File: src/rtl/lcd_ft_pkg.sv
package lcd_ft_pkg;
    localparam int unsigned COM_MAX = 8;
    localparam int unsigned COM_W   = $clog2(COM_MAX);
    localparam int unsigned CNT_W   = COM_W + 1;

    // Number of common lines for a duty code; unused codes fall back to static.
    function automatic logic [CNT_W-1:0] duty_to_coms(input logic [2:0] duty);
        case (duty)
            3'b001:  return CNT_W'(2);
            3'b010:  return CNT_W'(3);
            3'b011:  return CNT_W'(4);
            3'b100:  return CNT_W'(8);
            default: return CNT_W'(1);
        endcase
    endfunction
endpackage

File: src/rtl/lcd_ft_clkdiv.sv
// Prescaler (2^ps) followed by the phase divider (16+div style: 2^DIV_W + div).
module lcd_ft_clkdiv #(
    parameter int unsigned PS_W  = 4,
    parameter int unsigned DIV_W = 4
) (
    input  logic             clk,
    input  logic             rst_n,
    input  logic             run,
    input  logic [PS_W-1:0]  ps,
    input  logic [DIV_W-1:0] div,
    output logic [DIV_W:0]   pos,
    output logic             first,
    output logic             phase_end
);
    localparam int unsigned PRE_W = (1 << PS_W) - 1;
    localparam int unsigned POS_W = DIV_W + 1;

    typedef struct packed {
        logic [PRE_W-1:0] pre;
        logic [POS_W-1:0] pos;
    } div_st_t;

    div_st_t          s_d, s_q;
    logic [PRE_W:0]   one_sh;
    logic [PRE_W-1:0] pre_lim;
    logic [POS_W-1:0] pos_lim;
    logic             ps_last, pos_last;

    always_comb begin
        one_sh   = {{PRE_W{1'b0}}, 1'b1} << ps;
        pre_lim  = PRE_W'(one_sh - 1'b1);
        pos_lim  = POS_W'((1 << DIV_W) - 1) + POS_W'(div);
        ps_last  = (s_q.pre == pre_lim);
        pos_last = (s_q.pos == pos_lim);
        s_d      = s_q;
        if (!run) begin
            s_d = '0;
        end else if (ps_last) begin
            s_d.pre = '0;
            s_d.pos = pos_last ? '0 : s_q.pos + 1'b1;
        end else begin
            s_d.pre = s_q.pre + 1'b1;
        end
    end

    always_ff @(posedge clk or negedge rst_n) begin
        if (!rst_n) s_q <= '0;
        else        s_q <= s_d;
    end

    assign pos       = s_q.pos;
    assign first     = (s_q.pre == '0) && (s_q.pos == '0);
    assign phase_end = run && ps_last && pos_last;
endmodule

File: src/rtl/lcd_ft_seq.sv
// COM phase stepping, frame pairing and dead-phase insertion.
module lcd_ft_seq
    import lcd_ft_pkg::*;
#(
    parameter int unsigned DEAD_W = 3
) (
    input  logic              clk,
    input  logic              rst_n,
    input  logic              run,
    input  logic              phase_end,
    input  logic [CNT_W-1:0]  coms,
    input  logic [DEAD_W-1:0] dead,
    output logic [COM_W-1:0]  com,
    output logic              in_dead,
    output logic              frame_done
);
    typedef struct packed {
        logic [COM_W-1:0]  com;
        logic [DEAD_W-1:0] dcnt;
        logic              in_dead;
        logic              pair;
    } seq_st_t;

    seq_st_t s_d, s_q;
    logic    last_com;

    always_comb begin
        last_com   = ({1'b0, s_q.com} == (coms - 1'b1));
        frame_done = phase_end && !s_q.in_dead && last_com;
        s_d        = s_q;
        if (!run) begin
            s_d = '0;
        end else if (phase_end) begin
            if (s_q.in_dead) begin
                if (s_q.dcnt == (dead - 1'b1)) begin
                    s_d.in_dead = 1'b0;
                    s_d.dcnt    = '0;
                end else begin
                    s_d.dcnt = s_q.dcnt + 1'b1;
                end
            end else if (last_com) begin
                s_d.com  = '0;
                s_d.pair = ~s_q.pair;
                if (s_q.pair && (dead != '0)) s_d.in_dead = 1'b1;
            end else begin
                s_d.com = s_q.com + 1'b1;
            end
        end
    end

    always_ff @(posedge clk or negedge rst_n) begin
        if (!rst_n) s_q <= '0;
        else        s_q <= s_d;
    end

    assign com     = s_q.com;
    assign in_dead = s_q.in_dead;
endmodule

File: src/rtl/lcd_ft_blink.sv
// Frame-count blink divider and blink-scope masks.
module lcd_ft_blink
    import lcd_ft_pkg::*;
#(
    parameter int unsigned BLF_W = 3
) (
    input  logic               clk,
    input  logic               rst_n,
    input  logic               run,
    input  logic               frame_done,
    input  logic [BLF_W-1:0]   rate,
    input  logic [1:0]         sel,
    input  logic [CNT_W-1:0]   coms,
    output logic [COM_MAX-1:0] seg0_off,
    output logic [COM_MAX-1:0] rest_off
);
    localparam int unsigned BC_W = 3 + (1 << BLF_W) - 1;

    typedef struct packed {
        logic [BC_W-1:0] cnt;
        logic            off;
    } blk_st_t;

    blk_st_t            s_d, s_q;
    logic [BC_W:0]      lim_sh;
    logic [BC_W-1:0]    cnt_lim;
    logic [COM_MAX:0]   act_sh;
    logic [COM_MAX-1:0] act;

    always_comb begin
        lim_sh  = {{BC_W{1'b0}}, 1'b1} << ((BLF_W+1)'(rate) + (BLF_W+1)'(3));
        cnt_lim = BC_W'(lim_sh - 1'b1);
        s_d     = s_q;
        if (!run) begin
            s_d = '0;
        end else if (frame_done) begin
            if (s_q.cnt == cnt_lim) begin
                s_d.cnt = '0;
                s_d.off = ~s_q.off;
            end else begin
                s_d.cnt = s_q.cnt + 1'b1;
            end
        end
    end

    always_ff @(posedge clk or negedge rst_n) begin
        if (!rst_n) s_q <= '0;
        else        s_q <= s_d;
    end

    always_comb begin
        act_sh   = {{COM_MAX{1'b0}}, 1'b1} << coms;
        act      = COM_MAX'(act_sh - 1'b1);
        seg0_off = '0;
        rest_off = '0;
        if (s_q.off) begin
            case (sel)
                2'b01:   seg0_off = COM_MAX'(1);
                2'b10:   seg0_off = act;
                2'b11: begin
                    seg0_off = act;
                    rest_off = act;
                end
                default: seg0_off = '0;
            endcase
        end
    end
endmodule

File: src/rtl/lcd_frame_timer.sv
module lcd_frame_timer
    import lcd_ft_pkg::*;
#(
    parameter int unsigned PS_W   = 4,
    parameter int unsigned DIV_W  = 4,
    parameter int unsigned PON_W  = 3,
    parameter int unsigned DEAD_W = 3,
    parameter int unsigned BLF_W  = 3
) (
    input  logic               clk,
    input  logic               rst_n,
    input  logic               enable,
    input  logic [PS_W-1:0]    cfg_prescale,
    input  logic [DIV_W-1:0]   cfg_divide,
    input  logic [2:0]         cfg_duty,
    input  logic [PON_W-1:0]   cfg_pulse,
    input  logic               cfg_hidrive,
    input  logic [DEAD_W-1:0]  cfg_dead,
    input  logic [BLF_W-1:0]   cfg_blink_rate,
    input  logic [1:0]         cfg_blink_sel,
    output logic [COM_W-1:0]   com_idx,
    output logic               sof,
    output logic               drive_en,
    output logic               dead_phase,
    output logic [COM_MAX-1:0] blink_seg0_off,
    output logic [COM_MAX-1:0] blink_rest_off
);
    localparam int unsigned POS_W = DIV_W + 1;
    localparam int unsigned CMP_W = (POS_W > PON_W) ? POS_W : PON_W;

    logic [CNT_W-1:0]   coms;
    logic [POS_W-1:0]   pos;
    logic               first, phase_end, frame_done, in_dead;
    logic [COM_W-1:0]   com;
    logic [PON_W-1:0]   pon_eff;
    logic [COM_MAX-1:0] m0, m1;

    assign coms = duty_to_coms(cfg_duty);

    lcd_ft_clkdiv #(.PS_W(PS_W), .DIV_W(DIV_W)) u_div (
        .clk(clk), .rst_n(rst_n), .run(enable), .ps(cfg_prescale), .div(cfg_divide),
        .pos(pos), .first(first), .phase_end(phase_end)
    );

    lcd_ft_seq #(.DEAD_W(DEAD_W)) u_seq (
        .clk(clk), .rst_n(rst_n), .run(enable), .phase_end(phase_end), .coms(coms),
        .dead(cfg_dead), .com(com), .in_dead(in_dead), .frame_done(frame_done)
    );

    lcd_ft_blink #(.BLF_W(BLF_W)) u_blk (
        .clk(clk), .rst_n(rst_n), .run(enable), .frame_done(frame_done),
        .rate(cfg_blink_rate), .sel(cfg_blink_sel), .coms(coms),
        .seg0_off(m0), .rest_off(m1)
    );

    always_comb begin
        pon_eff        = cfg_hidrive ? PON_W'(1) : cfg_pulse;
        com_idx        = enable ? com : '0;
        dead_phase     = enable && in_dead;
        sof            = enable && first && !in_dead && (com == '0);
        drive_en       = enable && !in_dead && (CMP_W'(pos) < CMP_W'(pon_eff));
        blink_seg0_off = enable ? m0 : '0;
        blink_rest_off = enable ? m1 : '0;
    end
endmodule

File: config.mk
export PLATFORM = sky130hd
export DESIGN_NAME = lcd_frame_timer
export DESIGN_NICKNAME = d
export VERILOG_FILES = /design/src/rtl/lcd_ft_pkg.sv /design/src/rtl/lcd_ft_clkdiv.sv /design/src/rtl/lcd_ft_seq.sv /design/src/rtl/lcd_ft_blink.sv /design/src/rtl/lcd_frame_timer.sv
export SDC_FILE = /design/constraint.sdc
export NUM_CORES = 1
export LEC_CHECK = 0
export ABC_AREA = 1
export BUFFER_PORTS_ARGS = -buffer_cell sky130_fd_sc_hd__buf_2
export CAP_MARGIN = 10
export CORE_MARGIN = 2
export CORE_UTILIZATION = 41
export CTS_BUF_LIST = sky130_fd_sc_hd__clkbuf_8
export CTS_CLUSTER_DIAMETER = 60
export DETAILED_ROUTE_END_ITERATION = 10
export SYNTH_ARGS = -nofsm -noshare
export SYNTH_HDL_FRONTEND = slang
export SYNTH_SLANG_ARGS = --single-unit
File: constraint.sdc
create_clock -name clk -period 2.4 [get_ports clk]
set_clock_uncertainty 0.2 [all_clocks]
set_input_delay 0.48 -clock clk [delete_from_list [all_inputs] [get_ports clk]]
set_output_delay 0.48 -clock clk [all_outputs]
set_load 0.005 [all_outputs]
## Word level (Yosys, flattened, before mapping)

Index checks and enable logic that the tools add are counted.

- Latch bits: 0
- Memories kept: 0
- Bits in read-only memories: 0
- Input port bits: 26
- Register bits after elaboration: 39
- Output and inout bits: 22
- Logic and storage cells: 95
- RAM bits: 0

- $add $sub $neg: 12
- $mul: 0
- Bitwise operators: 2
- Muxes and demuxes: 28
- Order comparisons: 1
- Div/mod/pow operators: 0
- Equal/unequal tests: 19
- Shift operators: 3
- Reductions and logical operators: 22

Operators by type and width:

| kind | number |
|---|---|
| 8-bit 2-to-1 mux | 7 |
| 11-bit 2-to-1 mux | 2 |
| 20-bit 2-to-1 mux | 1 |
| 3-bit 2-to-1 mux | 6 |
| 4-bit one-hot mux with 4 select lines | 1 |
| 8-bit one-hot mux with 2 select lines | 1 |
| 15-bit by 1-bit adder with 15-bit output (second input constant) | 1 |
| 15-bit == test | 1 |
| 15-bit zero test | 1 |
| 15-bit 2-to-1 mux | 1 |
| 1-bit by 4-bit left shift with 15-bit output (first input constant) | 1 |
| 15-bit by 1-bit subtractor with 15-bit output (second input constant) | 1 |
| 1-bit logical AND | 12 |
| 2-bit by 1-bit != test with 1-bit output (second input constant) | 6 |
| 10-bit by 1-bit adder with 10-bit output (second input constant) | 1 |
| 10-bit == test | 1 |
| 10-bit 2-to-1 mux | 1 |
| 5-bit 2-to-1 mux | 2 |
| 1-bit by 4-bit left shift with 10-bit output (first input constant) | 1 |
| 10-bit by 1-bit subtractor with 10-bit output (second input constant) | 1 |
| 1-bit by 4-bit left shift with 8-bit output (first input constant) | 1 |
| 8-bit by 1-bit subtractor with 8-bit output (second input constant) | 1 |
| 3-bit by 1-bit adder with 3-bit output (second input constant) | 2 |
| 3-bit by 2-bit == test with 1-bit output (second input constant) | 2 |
| 24 further kinds | 32 |

## Longest topological paths before layout

Gate-level depths: netlist of the first run.

- Depth in word-level cells: 9
- Mapped depth: 17
- Gate-level depth less buffers: 15

## By module

A second synthesis of the first run with hierarchy kept.

- Cells, all modules: 612
- Area total of the unflattened synthesis: 3793.6 sq um

By module, submodules not included:

| module | cells an instance | sequential area each (sq um) | times used | area each (sq um) |
|---|---|---|---|---|
| lcd_ft_clkdiv | 279 | 500.5 | 1 | 1765.4 |
| lcd_ft_blink | 166 | 275.3 | 1 | 1026.0 |
| lcd_ft_seq | 95 | 200.2 | 1 | 698.2 |
| lcd_frame_timer | 72 | 0.0 | 1 | 304.0 |

## Worst setup path before layout of the first run

No wires, ideal clock.

- Kind: input port to flip-flop
- Start point: input cfg_prescale[3]
- End point: register u_blk.s_q[4] (netlist bit)
- Slack: -0.190 ns
- Stages: 15
- Required time: 2.082 ns
- Arrival time: 2.272 ns
- Library setup time: 0.118 ns
- Path buffers: 2
- Path through: buf_4 nor2_4 nand2_1 ha_1 xor2_1 nand2_1 nor2_1 nand3b_1 nor2_1 nand3_2 nor2_4 nand3_2 buf_4 nand3_1 nand2_1

- Cells in the longest elaborated chain, start to end: 8

RTL lines:

| element | line | RTL |
|---|---|---|
| from (decl) | lcd_frame_timer.sv:13 | `input logic [PS_W-1:0] cfg_prescale,` |
| 1-bit by 4-bit left shift with 15-bit output | lcd_ft_clkdiv.sv:30 | `one_sh = {{PRE_W{1'b0}}, 1'b1} << ps;` |
| 15-bit by 1-bit subtractor with 15-bit output | lcd_ft_clkdiv.sv:31 | `pre_lim = PRE_W'(one_sh - 1'b1);` |
| 15-bit == test | lcd_ft_clkdiv.sv:33 | `ps_last = (s_q.pre == pre_lim);` |
| 1-bit logical AND (2 in series) | lcd_ft_clkdiv.sv:53 | `assign phase_end = run && ps_last && pos_last;` |
| 1-bit logical AND (2 in series) | lcd_ft_seq.sv:29 | `frame_done = phase_end && !s_q.in_dead && last_com;` |
| 2-bit by 1-bit != test with 1-bit output (no source line) | - |  |
| to (signal assigned) | lcd_ft_blink.sv:47 | `if (!rst_n) s_q <= '0;` |
| to (signal assigned) | lcd_ft_blink.sv:48 | `else s_q <= s_d;` |
| to (decl) | lcd_ft_blink.sv:24 | `blk_st_t s_d, s_q;` |

No other way between the ends.
A chain may end at the register's enable or synchronous reset.

## Final worst setup path of the first run

- Start point: input cfg_duty[0]
- End point: output blink_rest_off[6]

- Cells in the longest elaborated chain, start to end: 7
- Elaborated cells between the ends (all ways): 10
- Those cells by class: 1 x add/sub; 4 x eq/ne; 1 x shift; 4 x mux

RTL lines:

| element | line | RTL |
|---|---|---|
| from (decl) | lcd_frame_timer.sv:15 | `input logic [2:0] cfg_duty,` |
| 3-bit == test (tied with other cells) | lcd_ft_pkg.sv:8 | `case (duty)` |
| 4-bit one-hot mux with 4 select lines (*) | lcd_ft_pkg.sv:8 |  |
| 1-bit by 4-bit left shift with 8-bit output (*) | lcd_ft_blink.sv:52 | `act_sh = {{COM_MAX{1'b0}}, 1'b1} << coms;` |
| 8-bit by 1-bit subtractor with 8-bit output (*) | lcd_ft_blink.sv:53 | `act = COM_MAX'(act_sh - 1'b1);` |
| 8-bit 2-to-1 mux (*) | lcd_ft_blink.sv:57 | `case (sel)` |
| 8-bit 2-to-1 mux (*) | lcd_ft_blink.sv:56 | `if (s_q.off) begin` |
| 8-bit 2-to-1 mux (*) | lcd_frame_timer.sv:63 | `blink_rest_off = enable ? m1 : '0;` |
| to (decl) | lcd_frame_timer.sv:26 | `output logic [COM_MAX-1:0] blink_rest_off` |

Mark *: on every way between the ends. The rest lies on a longest branch, timed or not.

==> key figures, run 1 <==
Clock tree
  – TritonCTS clock tree: yes
  – CTS H-tree lvls: 2
  – Clock Latency Late Sink: around 300 ps
  – TritonCTS Buffers: 5
  – CTS clk-pin slew, worst paths: about 90 ps
  – CTS root buf: clkbuf_8
  – Hold buffers post-CTS: 0
  – CTS max path bufs: 2
  – Clock Sinks: 39

Floorplan
  – Die H: 95.7 µm
  – IO Count: between 40 and 50
  – FP Rows: 33
  – Die W: ~96 µm
  – Die Area: 0.00917 mm²
  – CORE AREA: a little over 0.008 mm²
  – Initial core utilization: 0.422

Setup path
  – Kind of critical path: in -> out
  – Critical path's top delay family: simple AND/OR/NAND/NOR gates
  – Critical Path Max Stage Delay: about 160 ps
  – Crit-path cells: buf_8 -> nor2_4 -> nand2_2 -> nand2_2 -> inv_2 -> ha_4 -> nand2_4 -> ha_4 -> nand4_1 -> xor2_1 -> nor3_1 -> buf_2
  – Required @ worst endpoint: roughly 1700 ps
  – Critical Path Slowest Stage Cell: ha_4
  – R2R cell count: 13
  – Worst Path Max Fanout: 3
  – Crit path capture type: primary output
  – Bufs and invs on worst path: 3
  – Crit start category: input pin
  – CP Depth: 12
  – Flop-to-flop setup slack: approximately 120 ps
  – R2R Path Start: u_div.s_q[5]
  – FF-to-FF End: u_div.s_q[19]
  – Critical Path AT: ~1800 ps

STA
  – Final Critical Period: about 2400 ps
  – RSZ-0062 raised after global routing: yes
  – Final period util: 1.02
  – Final setup violating endpoints: 6
  – Min Hold Slack: roughly 23 ps
  – F_max: slightly above 400 MHz
  – Slew headroom: 0.664
  – Worst-Margin Slew: 505 ps
  – Final Hold Viols: 0
  – Setup ws final: -43.3 ps
  – Slew Viols, Final: 0

Job
  – Max cap viols: 0

Global routing
  – Gr busiest metal: met2
  – First-pass GRT wire length: ~14000 µm
  – Grt met2 use: 0.327
  – Global Route met1 Usage: 0.267
  – Met3 Track Usage GR: 0.0282
  – Total track usage: 0.196
  – GR Overflow Total: 0
  – Vias in the first global route: 3275
  – Initial antenna violation count: 0
  – Largest net degree at the start of global routing: 40

Placement
  – PortBufs: 47
  – # placed instances: ~710
  – RePlAce Congestion: about 0.9
  – HPWL Detailed: 6740 µm
  – Placed cell area: just over 0.004 mm²

Detailed routing
  – WL/cell: around 13 µm
  – Drt initial violations: around 150
  – DRT Pass-1 Iters: 5
  – Routed Antenna Nets: 0
  – Routed WL: slightly above 9000 µm
  – Remaining DRCs: 0
  – Vias per Instance: slightly above 5
  – Vias after detailed routing: about 3700

Power and ir drop
  – Leakage power: 2.37 nW
  – Net switching power: around 0.65 mW
  – Peak supply drop: 0.230 mV
  – Pwr dens: approximately 400 mW/mm²
  – Int Power: 1.29 mW
  – Logic pwr share: 0.334
  – Clock Power Share: 0.290
  – Register share of total power: 0.375
  – Switch share: 0.335

Synthesis
  – Ys Warns: 0
  – Mean area per synthesized cell: ~6.6 µm²
  – Synth Instances: 521
  – Post-synthesis sequential area ratio: 0.283
  – Post-synth cell types: 36
  – Synth area leaders: dfrtp_1 28%, nand2_1 13%, nand3_1 8.7%
  – Synthesized flop and latch total: 39
  – Largest area contributor in the netlist: dfrtp_1
  – Synth top area share: 0.283
  – Mapped Area: between 0.003 and 0.004 mm²

Cells and area
  – Sequential Area: 977 µm²
  – Area growth syn-to-layout: 37.5%
  – Multi-input combinational cell area: 0.00252 mm²
  – Layout net count: approximately 670
  – Fillers: between 700 and 800
  – Antenna Diode Count: 0
  – Final Instance Area: between 0.004 and 0.005 mm²
  – Layout cell share with drive strength beyond 1: 0.296
  – Final Instance Count excl. Fillers: 730

Run status
  – Failing checks: setup timing
  – Status: complete, but fails checks

Worst hold path
  – HP Class: in -> async
==> kinds of logic (layout without fill, tap and decap cells) <==
| kind of cell | count (synthesis) | count (layout) | share of synthesized area |
|---|---|---|---|
| AND/OR/NAND/NOR | 301 | 302 | 0.385 |
| buffers and inverters | 83 | 183 | 0.0964 |
| AO/OA/AOI/OAI | 41 | 42 | 0.0700 |
| flip-flops | 39 | 39 | 0.283 |
| XOR/XNOR | 35 | 35 | 0.0888 |
| adder cells (fa/ha/maj) | 21 | 21 | 0.0761 |
| other | 1 | 3 | 0.00109 |
==> per-layer routing <==
layer	up-vias	share of wire
li1	1874	-
met1	1711	0.46
met2	87	0.48
met3	11	0.044
met4	0	0.0099
met5	-	0
==> cell usage after synthesis <==
library cell / n
nand2_2: 2
o21ai_0: 23
o21bai_4: 1
o211ai_1: 3
and2_1: 2
xnor2_1: 13
ha_1: 21
nor3_1: 17
buf_2: 2
nand3_2: 2
nor4_1: 6
dfrtp_1: 39
inv_1: 70
inv_2: 2
o22ai_1: 3
nand4_1: 5
conb_1: 1
a2111oi_0: 1
buf_6: 1
clkbuf_1: 3
nor2_4: 3
xor2_1: 22
buf_4: 3
a21o_1: 1
nor2_1: 72
nand3b_1: 1
o2111ai_1: 1
and3_1: 1
nor2_2: 1
nand2_1: 123
nor3b_1: 4
a31oi_1: 1
nand3_1: 60
clkinv_1: 2
a21oi_1: 7
or2_2: 2
==> final cells by class <==
cell class                 count  area share
multi-input combinational    403       0.530
clock buffer                   5      0.0145
timing repair buffer         101       0.153
tap                          105      0.0277
sequential                    39       0.206
clock inverter                 3     0.00923
inverter                      74      0.0591
==> registers in the layout, summed over array words and instances, names as in the netlist <==
register,cells
u_blk.s_q,11
u_div.pos,5
u_div.s_q,15
u_seq.com,3
u_seq.in_dead,1
u_seq.s_q,4
==> worst max path at each step <==
stage / startpoint / to
3_3_place_gp: cfg_prescale[2] / u_blk.s_q[4]
2_1_floorplan: cfg_prescale[2] / u_blk.s_q[4]
4_1_cts: u_div.s_q[5] / sof
6_report: cfg_duty[0] / blink_rest_off[6]
5_1_grt: cfg_duty[0] / blink_rest_off[6]
3_5_place_dp: cfg_prescale[2] / u_blk.s_q[7]
==> placed cells by master (no fill, tap or decap), drive strengths merged <==
cell type and n:
clkbuf 5, a21oi 7, conb 3, o211ai 3, nand2 125, xnor2 13
inv 72, and2 2, clkinv 4, xor2 22, nor3b 4, and3 1
nor3 17, dfrtp 39, o21bai 2, buf 101, a31oi 1, o2111ai 1
nor2 76, a21o 1, nand3b 1, o22ai 3, or2 2, bufinv 1
a2111oi 1, ha 21, nand4 5, nor4 6, o21ai 23, nand3 63
==> power by group through the flow <==
stage	Combinational (mW)	Sequential, mW	Clock [mW]
4_1_cts	0.542	0.725	0.572
2_1_floorplan	0.302	0.730	0
3_5_place_dp	0.490	0.739	0
3_3_place_gp	0.479	0.737	0
5_1_grt	0.721	0.734	0.607
6_report	0.648	0.728	0.562
==> stage by stage <==
stage	power, mW	util	setup TNS [ps]	worst slack, ps
floorplan	1.03	-	-1910	-142
global placement	1.22	0.500	-7240	-272
detailed placement	1.23	0.500	-8070	-319
CTS	1.84	0.538	-154	-72.0
global route	2.06	0.581	-2420	-155
finish	1.94	0.581	-72.9	-43.3
==> repair_timing <==
action / 4_1_cts / 5_1_grt
pin swaps: 17 / 29
buffers inserted: 7 / 6
endpoints found under the setup margin: 11 / 34
cloned: 0 / 2
gates resized for setup: 41 / 59
(Power assumes the default switching activity.)
==> run 2, diff against run 1 <==
Settings changed: ABC_AREA 1 to unset.
==> key figures, run 2 <==
Run status
  – Status: complete, but fails checks
  – Failing checks: setup timing

Cells and area
  – Max reg flops: 15
  – Commonest cells after routing, fill and taps aside: 60 x buf_4, 41 x buf_2, 37 x nor2_1, 36 x dfrtp_1, 21 x inv_1
  – Biggest register: u_div.s_q
  – Layout net count: 594
  – Antenna Diode Count: 0
  – Commonest non-fill, non-tap cell in the layout: buf_4
  – Final Instance Count excl. Fillers: ~660
  – Area growth syn-to-layout: 45.9%
  – Layout cell share with drive strength beyond 1: 0.442

Detailed routing
  – Routed WL: slightly below 10000 µm
  – DRT Pass-1 Iters: 4
  – Vias per Instance: 5.45
  – WL/cell: 15.2 µm
  – Drt initial violations: between 100 and 150
  – Vias after detailed routing: roughly 3600
  – Routed Antenna Nets: 0
  – Remaining DRCs: 0

Floorplan
  – CORE AREA: roughly 0.0086 mm²
  – Die H: around 100 µm
  – Die W: between 90 and 100 µm
  – FP Rows: 34
  – Initial core utilization: 0.419
  – Die Area: between 0.009 and 0.01 mm²
  – IO Count: 48

Global routing
  – Largest net degree at the start of global routing: 40
  – GR Overflow Total: 0
  – Total track usage: 0.195
  – Initial antenna violation count: 0
  – Vias in the first global route: 3374
  – First-pass GRT wire length: 15600 µm

Setup path
  – Crit path capture type: primary output
  – Flop-to-flop setup slack: 50 ps
  – CP Capture Point: blink_rest_off[6]
  – Kind of critical path: in -> out
  – R2R cell count: 6
  – Worst Path Max Fanout: 3
  – FF-to-FF End: u_seq.com[2]
  – Crit start category: input pin
  – Beginning of the critical path: cfg_duty[1]
  – Required @ worst endpoint: ~1700 ps
  – R2R Path Start: u_div.pos[4]
  – Critical Path AT: around 2100 ps

STA
  – Slew Viols, Final: 0
  – Setup ws final: -354 ps
  – F_max: roughly 360 MHz
  – Slew headroom: 0.443
  – Final Hold Viols: 0
  – Setup TNS: -11140 ps
  – Final period util: 1.15
  – Final setup violating endpoints: 46
  – Final Critical Period: about 2800 ps
  – RSZ-0062 raised after global routing: yes
  – Worst-Margin Slew: between 800 and 900 ps

Synthesis
  – Largest family of logic cells by synthesized area: simple AND/OR/NAND/NOR gates
  – Post-synth cell types: 77
  – Asr flop ratio synth: 1.00
  – Compound-Gate Fraction of Synth Area: 0.183
  – Area share of and/or/nand/nor cells after synthesis: 0.301
  – Most common cell in the synthesized netlist: nor2_1
  – Mux contribution to synthesized area: 0.0118
  – Synthesized flop and latch total: 39
  – Most frequent cells after synthesis: 49 x nor2_1, 39 x dfrtp_1, 26 x nand2_1
  – Adder-cell area share of the yosys netlist: 0.0730
  – Post-synthesis sequential area ratio: 0.271
  – Mapped Area: roughly 0.0036 mm²
  – Ys Warns: 0
  – Synth area leaders: dfrtp_1 27%, ha_1 7.3%, xnor2_1 5.4%
  – Synth top area share: 0.271
  – EDFF count, synth: 0
  – Synth Instances: 437
  – Largest area contributor in the netlist: dfrtp_1
  – Post-synth top flop: dfrtp_1
  – Post-Synth XOR/XNOR Area: 0.0925
  – Mean area per synthesized cell: 8.23 µm²

Power and ir drop
  – Pwr dens: 299 mW/mm²
  – Final Power: 1.57 mW
  – Leakage power: between 2 and 2.5 nW
  – Peak supply drop: 0.205 mV

Clock tree
  – TritonCTS Buffers: 5
  – TritonCTS clock tree: yes
  – Hold buffers post-CTS: 0
  – Clock Sinks: 39
  – CTS H-tree lvls: 2
  – Clock Latency Late Sink: about 300 ps
  – CTS clk-pin slew, worst paths: about 80 ps
  – CTS max path bufs: 2
  – CTS root buf: clkbuf_8

Placement
  – HPWL Detailed: 6440 µm
  – RePlAce Congestion: just under 0.9
  – PortBufs: 47
  – Pre-CTS setup slack: -757 ps
  – # placed instances: just over 600

Job
  – Max cap viols: 0

Worst hold path
  – HP Class: in -> async
==> run 2: worst min path at each step <==
stage | slack (ps) | endpoint | cells after the start | start
after global routing | 80 | u_div.s_q[13] | 2 | rst_n
after global placement | 270 | u_blk.s_q[0] | 1 | u_blk.s_q[0]
after floorplan | -20 | u_blk.s_q[0] | 0 | rst_n
after detailed placement | 270 | u_blk.s_q[0] | 1 | u_blk.s_q[0]
after CTS | 70 | u_div.s_q[15] | 2 | rst_n
final | 40 | u_div.s_q[15] | 2 | rst_n
==> run 2: layout make-up <==
class                      count  area [µm²]
clock inverter                 3        12.5
tap                          108         135
fill                         709        3340
inverter                      26         103
clock buffer                   5        68.8
sequential                    39         980
multi-input combinational    351        2970
timing repair buffer         124         978
==> run 2: cell families after synthesis <==
logic type | Yosys count
AND/OR/NAND/NOR | 192
other | 1
XOR/XNOR | 38
adder cells (fa/ha/maj) | 21
multiplexers | 4
buffers and inverters | 51
flip-flops | 39
AO/OA/AOI/OAI | 91
==> run 2: critical path, cell delays in order <==
cell	delay, ps
buf_8	110
nor3b_4	240
nor2_4	70
ha_4	180
buf_6	120
buf_4	130
nor2_1	110
a31oi_1	120
mux2i_1	180
nor3_2	70
and2_1	150
buf_2	120
==> run 2: stage by stage <==
| step | utilization | hold slack, ps | area [µm²] |
|---|---|---|---|
| global route | 0.611 | 84.1 | 5250 |
| global placement | 0.505 | 270 | 4340 |
| finish | 0.611 | 37.6 | 5250 |
| detailed placement | 0.505 | 275 | 4340 |
| floorplan | - | -15.6 | 3710 |
| CTS | 0.553 | 66.4 | 4750 |
==> run 2: power by group <==
group          internal (mW)  switching (mW)  leakage [nW]  total, mW
Sequential             0.661         0.00692         0.538      0.668
Clock                  0.196           0.242        0.0505      0.438
Combinational          0.227           0.238          1.66      0.466
Total                   1.08           0.487          2.25       1.57
==> run 2: repair_timing <==
item	in CTS	in global routing
cloned	0	3
gates resized for setup	56	74
setup endpoints to repair	48	49
pin swaps	33	35
setup buffers	10	16
==> run 2: layer usage <==
layer / GRT usage / vias to the layer above / routed length (µm) / share of wire
li1: - / 1770 / - / -
met1: 0.258 / 1725 / 4470 / 0.45
met2: 0.337 / 72 / 5000 / 0.50
met3: 0.0295 / 8 / 364 / 0.037
met4: 0.0470 / 0 / 97 / 0.0098
met5: 0 / - / 0 / 0
==> run 3, diff against run 2 <==
Settings changed: CORE_ASPECT_RATIO set to 0.5.
==> key figures, run 3 (synthesized netlist as in run 2, its figures left out) <==
STA
  – Final setup violating endpoints: 47
  – Setup TNS: -11550 ps
  – Slew Viols, Final: 0
  – Setup ws final: -337 ps
  – F_max: about 370 MHz
  – Final period util: 1.14
  – Min Hold Slack: between 40 and 50 ps
  – Final Hold Viols: 0
  – Worst-Margin Slew: between 700 and 800 ps
  – RSZ-0062 raised after global routing: yes
  – Final Critical Period: around 2700 ps
  – Slew headroom: 0.528

Clock tree
  – CTS root buf: clkbuf_8
  – CTS max path bufs: 2
  – Clock Latency Late Sink: approximately 300 ps
  – TritonCTS clock tree: yes
  – TritonCTS Buffers: 5
  – CTS clk-pin slew, worst paths: roughly 90 ps
  – Hold buffers post-CTS: 0
  – Clock Sinks: 39
  – CTS H-tree lvls: 2

Setup path
  – Crit-path cells: buf_8 -> nor3_4 -> nand2_2 -> ha_4 -> buf_12 -> xnor2_1 -> a32oi_1 -> xnor2_1 -> nor3_4 -> buf_6 -> nand4_4 -> buf_8 -> nand2b_4 -> o21ai_1
  – Bufs and invs on worst path: 4
  – Critical Path Slowest Stage Cell: a32oi_1
  – Worst Path Max Fanout: 8
  – Crit start category: input pin
  – Kind of critical path: in -> reg
  – Crit path capture type: flip-flop
  – Critical path's top delay family: simple AND/OR/NAND/NOR gates
  – Critical Path AT: approximately 2800 ps
  – Critical Path Max Stage Delay: 260 ps
  – Required @ worst endpoint: ~2400 ps

Global routing
  – Initial antenna violation count: 0
  – Total track usage: 0.203
  – Largest net degree at the start of global routing: 42
  – First-pass GRT wire length: between 15000 and 20000 µm
  – Vias in the first global route: roughly 3200
  – GR Overflow Total: 0

Cells and area
  – Biggest register: u_div.s_q
  – Layout net count: 583
  – Commonest non-fill, non-tap cell in the layout: buf_4
  – Antenna Diode Count: 0
  – Final Instance Area: ~0.0051 mm²
  – Fin util: 0.594
  – Layout cell share with drive strength beyond 1: 0.419
  – Commonest cells after routing, fill and taps aside: 49 x buf_4, 42 x buf_2, 37 x dfrtp_1, 30 x nor2_1
  – Final Instance Count excl. Fillers: 654
  – Max reg flops: 15
  – Area growth syn-to-layout: 42.4%

Run status
  – Failing checks: setup timing
  – Status: complete, but fails checks

Placement
  – # placed instances: 631
  – HPWL Detailed: ~6400 µm
  – PortBufs: between 40 and 50
  – Pre-CTS setup slack: -705 ps
  – RePlAce Congestion: roughly 0.85
  – Placed cell area: approximately 0.0043 mm²

Floorplan
  – Die H: 70.2 µm
  – IO Count: 48
  – Initial core utilization: 0.417
  – Die W: 136 µm
  – FP Rows: 24
  – CORE AREA: 0.00862 mm²
  – Die Area: roughly 0.0096 mm²

Power and ir drop
  – Leakage power: approximately 2.2 nW
  – Peak supply drop: 0.198 mV
  – Final Power: 1.60 mW
  – Pwr dens: between 300 and 400 mW/mm²

Detailed routing
  – Vias per Instance: approximately 5.4
  – WL/cell: ~15 µm
  – DRT Pass-1 Iters: 4
  – Routed wl met3: approximately 350 µm
  – Drt initial violations: 190
  – Metal2 WL: a little over 4000 µm
  – Routed Antenna Nets: 0
  – Routed WL: around 9500 µm
  – DR top layer: met4
  – M1 wire length: 4990 µm
  – Remaining DRCs: 0
  – Vias after detailed routing: 3505

Job
  – Max cap viols: 0

Worst hold path
  – HP Class: in -> async
## run 3: cell types whose count changed in the layout (fill, tap and decap cells not counted), moves of 3 or more
cell / previous run / this run
xnor2_1: 19 / 22
nor2_1: 37 / 30
buf_4: 60 / 49
xnor2_2: 3 / 0
nor2_2: 8 / 16
o21ai_1: 10 / 13
## run 3: where the power goes
group | internal [mW] | total, mW | switching (mW) | leakage [nW]
Combinational | 0.206 | 0.438 | 0.232 | 1.58
Clock | 0.235 | 0.496 | 0.261 | 0.0474
Sequential | 0.660 | 0.665 | 0.00403 | 0.539
Total | 1.10 | 1.60 | 0.496 | 2.17
## run 3: timing repair
item,4_1_cts,5_1_grt
resized for setup,78,38
endpoints found under the setup margin,48,48
setup buffers,9,1
pin swaps,39,8
gates cloned,4,1
## run 3: final cells by class
cell class / count / area, µm²
Clock inverter: 2 / 16.3
Multi-Input combinational cell: 352 / 2920
Sequential cell: 39 / 978
Tap cell: 117 / 146
Timing Repair Buffer: 112 / 882
Fill cell: 709 / 3500
Inverter: 26 / 97.6
Clock buffer: 6 / 82.6
## run 3: worst paths after layout
path / endpoint / cells past startpoint / slack (ps) / startpoint
worst max-delay path: u_blk.s_q[9] / 14 / -340 / cfg_prescale[2]
worst min-delay path: u_seq.s_q[3] / 2 / 40 / rst_n
worst max register to register: u_blk.s_q[9] / 8 / -150 / u_seq.com[0]
worst min register to register: u_blk.s_q[0] / 1 / 310 / u_blk.s_q[0]
max in group asynchronous: u_div.pos[1] / 2 / 1580 / rst_n
min in group clk: u_blk.s_q[0] / 1 / 310 / u_blk.s_q[0]
## run 3: layer usage
| metal | global-route usage | vias up |
|---|---|---|
| met5 | 0 | - |
| met2 | 0.299 | 71 |
| met3 | 0.0312 | 8 |
| met1 | 0.309 | 1681 |
| met4 | 0.0451 | 0 |
| li1 | - | 1745 |
